**src/rtl/con_serial_pkg.sv**
```systemverilog
package con_serial_pkg;
  localparam int unsigned NUM_REGS = 5;
  localparam int unsigned OFF_RX_STAT = 32'h080;
  localparam int unsigned OFF_RX_DATA = 32'h084;
  localparam int unsigned OFF_TX_STAT = 32'h088;
  localparam int unsigned OFF_TX_DATA = 32'h08C;
  localparam int unsigned OFF_ID      = 32'h100;

  localparam int unsigned BIT_AVAIL = 7;
  localparam int unsigned BIT_IE    = 6;

  localparam logic [7:0] VEC_RX   = 8'hF8;
  localparam logic [7:0] VEC_TX   = 8'hFC;
  localparam int unsigned ID_VALUE = 128;

  typedef enum logic [2:0] {
    SEL_NONE    = 3'd0,
    SEL_RX_STAT = 3'd1,
    SEL_RX_DATA = 3'd2,
    SEL_TX_STAT = 3'd3,
    SEL_TX_DATA = 3'd4,
    SEL_ID      = 3'd5
  } reg_sel_e;

  function automatic int unsigned reg_offset(input int unsigned idx);
    case (idx)
      0:       return OFF_RX_STAT;
      1:       return OFF_RX_DATA;
      2:       return OFF_TX_STAT;
      3:       return OFF_TX_DATA;
      default: return OFF_ID;
    endcase
  endfunction
endpackage

```
**src/rtl/con_reg_decode.sv**
```systemverilog
module con_reg_decode
  import con_serial_pkg::*;
#(
  parameter int unsigned ADDR_W = 12
) (
  input  logic [ADDR_W-1:0] addr_i,
  output reg_sel_e          sel_o
);
  logic [NUM_REGS-1:0] hit;

  for (genvar g = 0; g < NUM_REGS; g++) begin : g_hit
    localparam int unsigned OFF = reg_offset(g);
    assign hit[g] = (addr_i == ADDR_W'(OFF));
  end

  always_comb begin
    sel_o = SEL_NONE;
    unique case (1'b1)
      hit[0]:  sel_o = SEL_RX_STAT;
      hit[1]:  sel_o = SEL_RX_DATA;
      hit[2]:  sel_o = SEL_TX_STAT;
      hit[3]:  sel_o = SEL_TX_DATA;
      hit[4]:  sel_o = SEL_ID;
      default: sel_o = SEL_NONE;
    endcase
  end
endmodule

```
**src/rtl/con_rx_hold.sv**
```systemverilog
module con_rx_hold #(
  parameter int unsigned BYTE_W = 8
) (
  input  logic              clk_i,
  input  logic              rst_ni,
  input  logic [BYTE_W-1:0] in_byte_i,
  input  logic              in_valid_i,
  output logic              in_ready_o,
  input  logic              consume_i,
  output logic              full_o,
  output logic [BYTE_W-1:0] data_o
);
  logic full_q;
  logic [BYTE_W-1:0] data_q;

  assign in_ready_o = ~full_q;
  assign full_o     = full_q;
  assign data_o     = data_q;

  always_ff @(posedge clk_i or negedge rst_ni) begin
    if (!rst_ni) begin
      full_q <= 1'b0;
      data_q <= '0;
    end else if (!full_q && in_valid_i) begin
      full_q <= 1'b1;
      data_q <= in_byte_i;
    end else if (full_q && consume_i) begin
      full_q <= 1'b0;
    end
  end
endmodule

```
**src/rtl/con_irq_ctl.sv**
```systemverilog
module con_irq_ctl
  import con_serial_pkg::*;
(
  input  logic       clk_i,
  input  logic       rst_ni,
  input  logic       rx_ie_i,
  input  logic       tx_ie_i,
  input  logic       avail_i,
  input  logic       ack_i,
  output logic       pend_o,
  output logic [7:0] vec_o
);
  logic cond_rx, cond_tx;
  logic pend_q;
  logic [7:0] vec_q;

  assign cond_rx = rx_ie_i & avail_i;
  assign cond_tx = tx_ie_i;
  assign pend_o  = pend_q;
  assign vec_o   = vec_q;

  always_ff @(posedge clk_i or negedge rst_ni) begin
    if (!rst_ni) begin
      pend_q <= 1'b0;
      vec_q  <= '0;
    end else if (ack_i) begin
      pend_q <= 1'b0;
    end else begin
      pend_q <= pend_q | cond_rx | cond_tx;
      // transmit source wins the vector when both are active
      if (cond_tx)      vec_q <= VEC_TX;
      else if (cond_rx) vec_q <= VEC_RX;
    end
  end
endmodule

```
**src/rtl/con_serial_regs.sv**
```systemverilog
module con_serial_regs
  import con_serial_pkg::*;
#(
  parameter int unsigned ADDR_W   = 12,
  parameter int unsigned DATA_W   = 32,
  parameter int unsigned STAT_W   = 32,
  parameter int unsigned PEND_BIT = 28
) (
  input  logic              clk_i,
  input  logic              rst_ni,
  input  logic [ADDR_W-1:0] bus_addr_i,
  input  logic              bus_rd_i,
  input  logic              bus_wr_i,
  input  logic [DATA_W-1:0] bus_wdata_i,
  output logic [DATA_W-1:0] bus_rdata_o,
  input  logic [7:0]        rx_byte_i,
  input  logic              rx_valid_i,
  output logic              rx_ready_o,
  output logic [7:0]        tx_byte_o,
  output logic              tx_valid_o,
  output logic              irq_o,
  output logic [7:0]        irq_vec_o,
  output logic [STAT_W-1:0] sys_stat_o
);
  localparam int unsigned BYTE_W = 8;

  reg_sel_e sel;
  logic rx_ie_q, tx_ie_q;
  logic full;
  logic [BYTE_W-1:0] hold_data;
  logic consume, ack, pend;
  logic [BYTE_W-1:0] tx_byte_q;
  logic tx_valid_q;
  logic [BYTE_W-1:0] rd_byte;
  logic unused_wdata;

  assign unused_wdata = ^bus_wdata_i[DATA_W-1:BYTE_W];

  con_reg_decode #(.ADDR_W(ADDR_W)) u_dec (
    .addr_i (bus_addr_i),
    .sel_o  (sel)
  );

  assign consume = bus_rd_i && (sel == SEL_RX_DATA);
  assign ack     = bus_wr_i && ((sel == SEL_RX_STAT) || (sel == SEL_TX_STAT));

  con_rx_hold #(.BYTE_W(BYTE_W)) u_hold (
    .clk_i      (clk_i),
    .rst_ni     (rst_ni),
    .in_byte_i  (rx_byte_i),
    .in_valid_i (rx_valid_i),
    .in_ready_o (rx_ready_o),
    .consume_i  (consume),
    .full_o     (full),
    .data_o     (hold_data)
  );

  con_irq_ctl u_irq (
    .clk_i   (clk_i),
    .rst_ni  (rst_ni),
    .rx_ie_i (rx_ie_q),
    .tx_ie_i (tx_ie_q),
    .avail_i (full),
    .ack_i   (ack),
    .pend_o  (pend),
    .vec_o   (irq_vec_o)
  );

  always_ff @(posedge clk_i or negedge rst_ni) begin
    if (!rst_ni) begin
      rx_ie_q    <= 1'b0;
      tx_ie_q    <= 1'b0;
      tx_byte_q  <= '0;
      tx_valid_q <= 1'b0;
    end else begin
      tx_valid_q <= 1'b0;
      if (bus_wr_i) begin
        unique case (sel)
          SEL_RX_STAT: rx_ie_q <= bus_wdata_i[BIT_IE];
          SEL_TX_STAT: tx_ie_q <= bus_wdata_i[BIT_IE];
          SEL_TX_DATA: begin
            tx_byte_q  <= bus_wdata_i[BYTE_W-1:0];
            tx_valid_q <= 1'b1;
          end
          default: ;
        endcase
      end
    end
  end

  assign tx_byte_o  = tx_byte_q;
  assign tx_valid_o = tx_valid_q;
  assign irq_o      = pend;

  always_comb begin
    sys_stat_o           = '0;
    sys_stat_o[PEND_BIT] = pend;
  end

  always_comb begin
    rd_byte = '0;
    unique case (sel)
      SEL_RX_STAT: begin
        rd_byte[BIT_AVAIL] = full;
        rd_byte[BIT_IE]    = rx_ie_q;
      end
      SEL_RX_DATA: rd_byte = full ? hold_data : '0;
      SEL_TX_STAT: begin
        rd_byte[BIT_AVAIL] = 1'b1;
        rd_byte[BIT_IE]    = tx_ie_q;
      end
      SEL_ID:      rd_byte = BYTE_W'(ID_VALUE);
      default:     rd_byte = '0;
    endcase
    bus_rdata_o = bus_rd_i ? DATA_W'(rd_byte) : '0;
  end
endmodule

```
**config.mk**
```make
export PLATFORM = sky130hd
export DESIGN_NAME = con_serial_regs
export DESIGN_NICKNAME = d
export VERILOG_FILES = /design/src/rtl/con_serial_pkg.sv /design/src/rtl/con_reg_decode.sv /design/src/rtl/con_rx_hold.sv /design/src/rtl/con_irq_ctl.sv /design/src/rtl/con_serial_regs.sv
export SDC_FILE = /design/constraint.sdc
export NUM_CORES = 1
export LEC_CHECK = 0
export BUFFER_PORTS_ARGS = -buffer_cell sky130_fd_sc_hd__buf_2
export CORE_MARGIN = 3
export CORE_UTILIZATION = 38
export DETAILED_ROUTE_END_ITERATION = 8
export GPL_ROUTABILITY_DRIVEN = 0
export GPL_TIMING_DRIVEN = 0
export PLACE_DENSITY_LB_ADDON = 0.3
export RECOVER_POWER = 50
export SKIP_CTS_REPAIR_TIMING = 1
export SYNTH_ARGS = -nofsm -noshare
export SYNTH_HDL_FRONTEND = slang
export SYNTH_SLANG_ARGS = --single-unit
export TNS_END_PERCENT = 5
```
**constraint.sdc**
```tcl
create_clock -name clk_i -period 2.48 [get_ports clk_i]
set_clock_uncertainty 0.05 [all_clocks]
set_input_delay 0.496 -clock clk_i [delete_from_list [all_inputs] [get_ports clk_i]]
set_output_delay 0.496 -clock clk_i [all_outputs]
set_load 0.01 [all_outputs]
```
==> flow_metrics.tcl, run 1 <==
set metrics [dict create \
    slew_headroom_pct 21.2 \
    cp_top_family "simple AND/OR/NAND/NOR gates" \
    crit_required_ns 1.93 \
    grt_max_degree 24 \
    holdCritPathClass "input port to asynchronous set/reset pin" \
    cts.sinks 23 \
    synth_edf_count 0 \
    rows 23 \
    drtIter0Drc 10 \
    power.leakage_nw 1.27 \
    rsz0062_at_grt "yes" \
    cpMaxStageDelayCell "or3b_2" \
    worst_pin_slew_ns 1.18 \
    clock_latency_ns 0.26 \
    synthToLayoutAreaGrowth_pct 37.7 \
    critical_path.max_fanout 7 \
    grt_pass1_wl_um 4710 \
    antenna_found_initial 0 \
    synth_area_leaders "dfrtp_1, buf_4, mux2_2" \
    num_vias 1216 \
    hold_violations 0 \
    via_per_inst 3.75 \
    drv_cap 0 \
    crit_chain "buf_2 > or3b_2 > a21oi_4 > o2111a_1 > and4_1 > buf_2" \
    fin_crit_ns 2.44 \
    seqPwrFrac_pct 49.3 \
    final_util_pct 55.0 \
    cpPeakStageDelay_ns 0.50 \
    grt-ovfl-total 0 \
    totalWireLength_um 2960 \
    postSynthAreaPerCell_um2 10.2 \
    max_freq_ghz 0.410 \
    synth_top_cell_by_area "dfrtp_1" \
    worstSetupPathType "input port to primary output" \
    multi_input_comb_area_um2 766 \
    drive_gt1_share_pct 50.0 \
    nNetsFinal 332 \
    synth-seq-cells 23 \
    fin_ws_ns 0.0391 \
    die_area_um2 5050 \
    critPathBufInv 2 \
    switching_power_mw 0.205 \
    cts_tree "built" \
    cts_buffers 3 \
    htree_levels 1 \
    final_max_slew_viol_count 0 \
    drc_errors 0 \
    drt_pass1_iterations 4 \
    grt_usage_pct 11.2 \
    combPwrFrac_pct 23.4 \
    synth_top_area_share_pct 35.8 \
    async_reset_ff_share_pct 100 \
    grt_pass1_vias 1063 \
    status "completed" \
    placed_area_um2 2170 \
    core_area_um2 4030 \
    die_h_um 71.1 \
    synth.distinct_cells 34 \
    pwr-share-clk_pct 27.3 \
    cts_buffer_depth 2 \
    dp_hpwl_um 2560 \
    final_area_um2 2220 \
    synth-seq-area-share_pct 35.8 \
    synth_flop_cell "dfrtp_1" \
    clock_tree.root_cell "clkbuf_8" \
    syn_inst 157 \
    vdd.ir_drop.worst_v 0.000333 \
    io_pins 140 \
    fp.dieW_um 71.1 \
    p_sw_share_pct 25.3 \
    cp_common_cell "buf_2" \
    n_antenna_cell 0 \
    p_per_area_nw_per_um2 366 \
    worstSetupEndpointType "primary output" \
    fillers 378 \
    postRouteAntennaNets 0 \
    fin_crit_sh_pct 98.4 \
    dp_slack_ns -0.221 \
    seqCellArea_um2 576 \
    yosysWarnings 0 \
    syn_area_um2 1610 \
    p_int_mw 0.606 \
    worstSetupStartpointType "input port" \
    start_util_pct 39.9 \
    critPathArrivalTime_ns 1.89 \
    avgRoutedWirePerCell_um 9.13 \
    portBuffers 57 \
    setup_viol 0 \
    cts.clk_slew.worst_paths_ns 0.08 \
]
state kept, by name (all words and copies together), names as in the netlist:
signal and count:
rx_ie_q 1, tx_ie_q 1, u_irq.vec_o 2, u_irq.pend_o 1
u_hold.full_o 1, u_hold.data_o 8, tx_byte_o 8, tx_valid_o 1
per-stage QoR:
| step | hold WS [ns] | cells | total power [mW] | setup TNS (ns) |
|---|---|---|---|---|
| finish | 0.404 | 324 | 0.812 | 0 |
| CTS | 0.162 | 324 | 0.820 | -1.36 |
| detailed placement | 0.437 | 320 | 0.593 | -1.32 |
| floorplan | 0.150 | 213 | 0.547 | 0 |
| global placement | 0.432 | 320 | 0.591 | -1.41 |
| global route | 0.402 | 324 | 0.866 | -0.0376 |
kinds of logic after synthesis:
family / after synthesis / synth area share, %
buf+inv: 70 / 30.9
simple gates: 32 / 14.2
flops: 23 / 35.8
mux: 19 / 13.2
compound gates: 10 / 4.59
fa+ha+maj: 1 / 0.622
other cells: 1 / 0.233
xor+xnor: 1 / 0.544
power by group through the flow:
stage,logic (mW),clock network [mW],registers (mW)
finish,0.190,0.222,0.400
global route,0.211,0.253,0.403
CTS,0.186,0.234,0.400
detailed placement,0.186,0,0.408
global placement,0.184,0,0.407
floorplan,0.140,0,0.407
cell type report:
cell class | count | area share [%]
Sequential cell | 23 | 26.0
Multi-Input combinational cell | 120 | 34.6
Buffer | 65 | 21.6
Clock buffer | 4 | 2.03
Inverter | 5 | 0.847
Timing Repair Buffer | 57 | 12.2
Tap cell | 50 | 2.82
final timing paths:
| check | from | end | slack (ns) | cells after the start |
|---|---|---|---|---|
| max reg2reg | u_hold.full_o | u_hold.data_o[4] | 0.89 | 4 |
| min in group clk_i | bus_wdata_i[5] | tx_byte_o[5] | 0.41 | 2 |
| max in group asynchronous | rst_ni | u_hold.data_o[7] | 1.27 | 1 |
| min | rst_ni | tx_byte_o[5] | 0.40 | 1 |
| min reg2reg | u_irq.vec_o[2] | u_irq.vec_o[2] | 0.45 | 1 |
| max | bus_addr_i[3] | bus_rdata_o[7] | 0.04 | 6 |
metal layers:
metal / GRT usage (%) / vias to the layer above / routed length [um] / part of all wire, %
met5: 0 / - / 0 / 0
met4: 3.13 / 0 / 14 / 0.47
met3: 2.84 / 2 / 286 / 9.7
met2: 19.5 / 61 / 1460 / 50
met1: 13.6 / 517 / 1190 / 40
li1: - / 636 / - / -
synthesized netlist by cell type (2+ instances only):
cell / instances
a21oi_1: 3
and2_1: 7
buf_4: 62
clkbuf_1: 2
dfrtp_1: 23
inv_1: 5
mux2_2: 18
nand2_1: 2
nand3_1: 2
nor2_1: 5
nor2b_1: 2
nor3_1: 4
placed cells by master (no fill, tap or decap), types with 2 or more instances in the layout:
cell	n
clkbuf_1	15
nor3_1	3
clkbuf_8	3
dfrtp_1	23
nor2_1	5
nand3_1	2
mux2_2	18
buf_4	62
nor2b_1	2
buf_2	46
and2_1	7
inv_1	5
conb_1	57
a21oi_1	3
nand2_1	2
nor3_4	2
No activity file was read; power rests on OpenSTA's default activity.
==> run 2: changes to the inputs <==
--- a/config.mk
+++ b/config.mk
@@ -13,8 +13,8 @@
 export GPL_TIMING_DRIVEN = 0
 export PLACE_DENSITY_LB_ADDON = 0.3
-export RECOVER_POWER = 50
+export RECOVER_POWER = 25
 export SKIP_CTS_REPAIR_TIMING = 1
 export SYNTH_ARGS = -nofsm -noshare
 export SYNTH_HDL_FRONTEND = slang
 export SYNTH_SLANG_ARGS = --single-unit
-export TNS_END_PERCENT = 5
+export TNS_END_PERCENT = 10
--- a/constraint.sdc
+++ b/constraint.sdc
@@ -3,3 +3,3 @@
 set_input_delay 0.496 -clock clk_i [delete_from_list [all_inputs] [get_ports clk_i]]
 set_output_delay 0.496 -clock clk_i [all_outputs]
-set_load 0.01 [all_outputs]
+set_load 0.05 [all_outputs]
==> flow_metrics.tcl, run 2 (synthesis gave the netlist of run 1 again) <==
set metrics [dict create \
    status "completed" \
    fin_crit_ns 2.42 \
    dp_hpwl_um 2650 \
    via_per_inst 3.75 \
    fillers 382 \
    p_int_mw 0.610 \
    worst_pin_slew_ns 1.17 \
    io_pins 140 \
    final_max_slew_viol_count 0 \
    cts_tree "built" \
    cts_buffer_depth 2 \
    slew_headroom_pct 21.7 \
    rows 23 \
    holdCritPathClass "input port to asynchronous set/reset pin" \
    rrSetupSlack_ns 0.88 \
    core_area_um2 4030 \
    totalWireLength_um 3220 \
    antenna_found_initial 0 \
    crit_required_ns 1.93 \
    nNetsFinal 335 \
    postRouteAntennaNets 0 \
    setup_viol 0 \
    r2r-end "u_hold.data_o[7]" \
    hold_violations 0 \
    drive_gt1_share_pct 55.2 \
    seqPwrFrac_pct 40.7 \
    reg2regPathDepth 4 \
    htree_levels 1 \
    endpoint "bus_rdata_o[1]" \
    drc_errors 0 \
    p_per_area_nw_per_um2 431 \
    worstSetupStartpointType "input port" \
    portBuffers 57 \
    grt_pass1_wl_um 4910 \
    cts.clk_slew.worst_paths_ns 0.08 \
    critical_path.max_fanout 7 \
    pwr-share-clk_pct 23.2 \
    die_h_um 71.1 \
    drt_pass1_iterations 3 \
    cpPeakStageDelay_ns 0.40 \
    num_vias 1227 \
    layout_commonest_cell "buf_4" \
    p_sw_share_pct 38.0 \
    rsz0062_at_grt "yes" \
    clock_tree.root_cell "clkbuf_8" \
    synthToLayoutAreaGrowth_pct 42.1 \
    crit_chain "buf_2 > nor4b_4 > nand3_4 > nor3_4 > and2_1 > clkbuf_4" \
    cpMaxStageDelayCell "nor4b_4" \
    power.leakage_nw 1.33 \
    cts_buffers 3 \
    final_area_um2 2290 \
    worstSetupPathType "input port to primary output" \
    grt_pass1_vias 1101 \
    crit_start "bus_addr_i[0]" \
    clock_latency_ns 0.26 \
    grt_max_degree 24 \
    combPwrFrac_pct 36.1 \
    fin_crit_sh_pct 97.6 \
    critPathArrivalTime_ns 1.87 \
    grt_usage_pct 11.8 \
    worstSetupEndpointType "primary output" \
    drtIter0Drc 5 \
    reg2reg_from "u_hold.full_o" \
    die_area_um2 5050 \
    switching_power_mw 0.374 \
    final_cell_mix "buf_4, conb_1, buf_2, dfrtp_1, mux2_2" \
    placed_area_um2 2170 \
    cts.sinks 23 \
    avgRoutedWirePerCell_um 9.83 \
    fin_setup_tns_ns 0 \
    vdd.ir_drop.worst_v 0.000361 \
    grt-ovfl-total 0 \
    max_freq_ghz 0.413 \
    n_antenna_cell 0 \
    drv_cap 0 \
    start_util_pct 39.9 \
    fp.dieW_um 71.1 \
]
==> run 2: layout make-up <==
type	count	area, um2	share of cell area, %
clock buffers	3	41.3	1.81
plain buffers	65	478	20.9
multi-input cells	120	777	34.0
clock inverters	1	5.00	0.219
inverters	5	18.8	0.821
flip-flops and latches	23	576	25.2
repair buffers	60	328	14.3
well taps	50	62.6	2.74
==> run 2: power groups by stage <==
| stage | combinational [mW] | clock [mW] | sequential (mW) |
|---|---|---|---|
| after floorplan | 0.294 | 0 | 0.415 |
| after global placement | 0.346 | 0 | 0.407 |
| after detailed placement | 0.348 | 0 | 0.409 |
| after CTS | 0.348 | 0.232 | 0.402 |
| after global routing | 0.376 | 0.249 | 0.404 |
| final | 0.356 | 0.228 | 0.401 |
==> run 2: worst min path at each step <==
stage	start	endpoint	slack (ns)	cells past startpoint
global route	bus_wdata_i[7]	tx_byte_o[7]	0.40	2
global placement	u_hold.data_o[1]	u_hold.data_o[1]	0.43	1
finish	rst_ni	tx_byte_o[2]	0.40	1
CTS	rst_ni	tx_byte_o[7]	0.16	1
floorplan	rst_ni	rx_ie_q	0.15	0
detailed placement	rst_ni	tx_byte_o[7]	0.44	1
==> run 2: critical path, delay by kind of cell <==
kind | cells | cell delay, ns
AND/OR/NAND/NOR | 4 | 1.02
buffers and inverters | 2 | 0.34
==> run 2: per-layer routing <==
metal  vias up  track usage [%]  part of all wire, %
li1        639                -                    -
met1       519             14.8                   38
met2        63             20.4                   50
met3         6             2.98                   10
met4         0             2.51                  1.5
met5         -                0                    0
==> run 2: through the flow <==
| step | std cells | hold WS, ns | utilization [%] | power [mW] | worst slack [ns] |
|---|---|---|---|---|---|
| finish | 327 | 0.398 | 56.7 | 0.985 | 0.0600 |
| CTS | 324 | 0.158 | 55.0 | 0.982 | -0.404 |
| global placement | 320 | 0.431 | 53.8 | 0.753 | -0.374 |
| detailed placement | 320 | 0.438 | 53.8 | 0.757 | -0.393 |
| global route | 327 | 0.403 | 56.7 | 1.03 | -0.0508 |
| floorplan | 213 | 0.150 | - | 0.709 | 0.0458 |
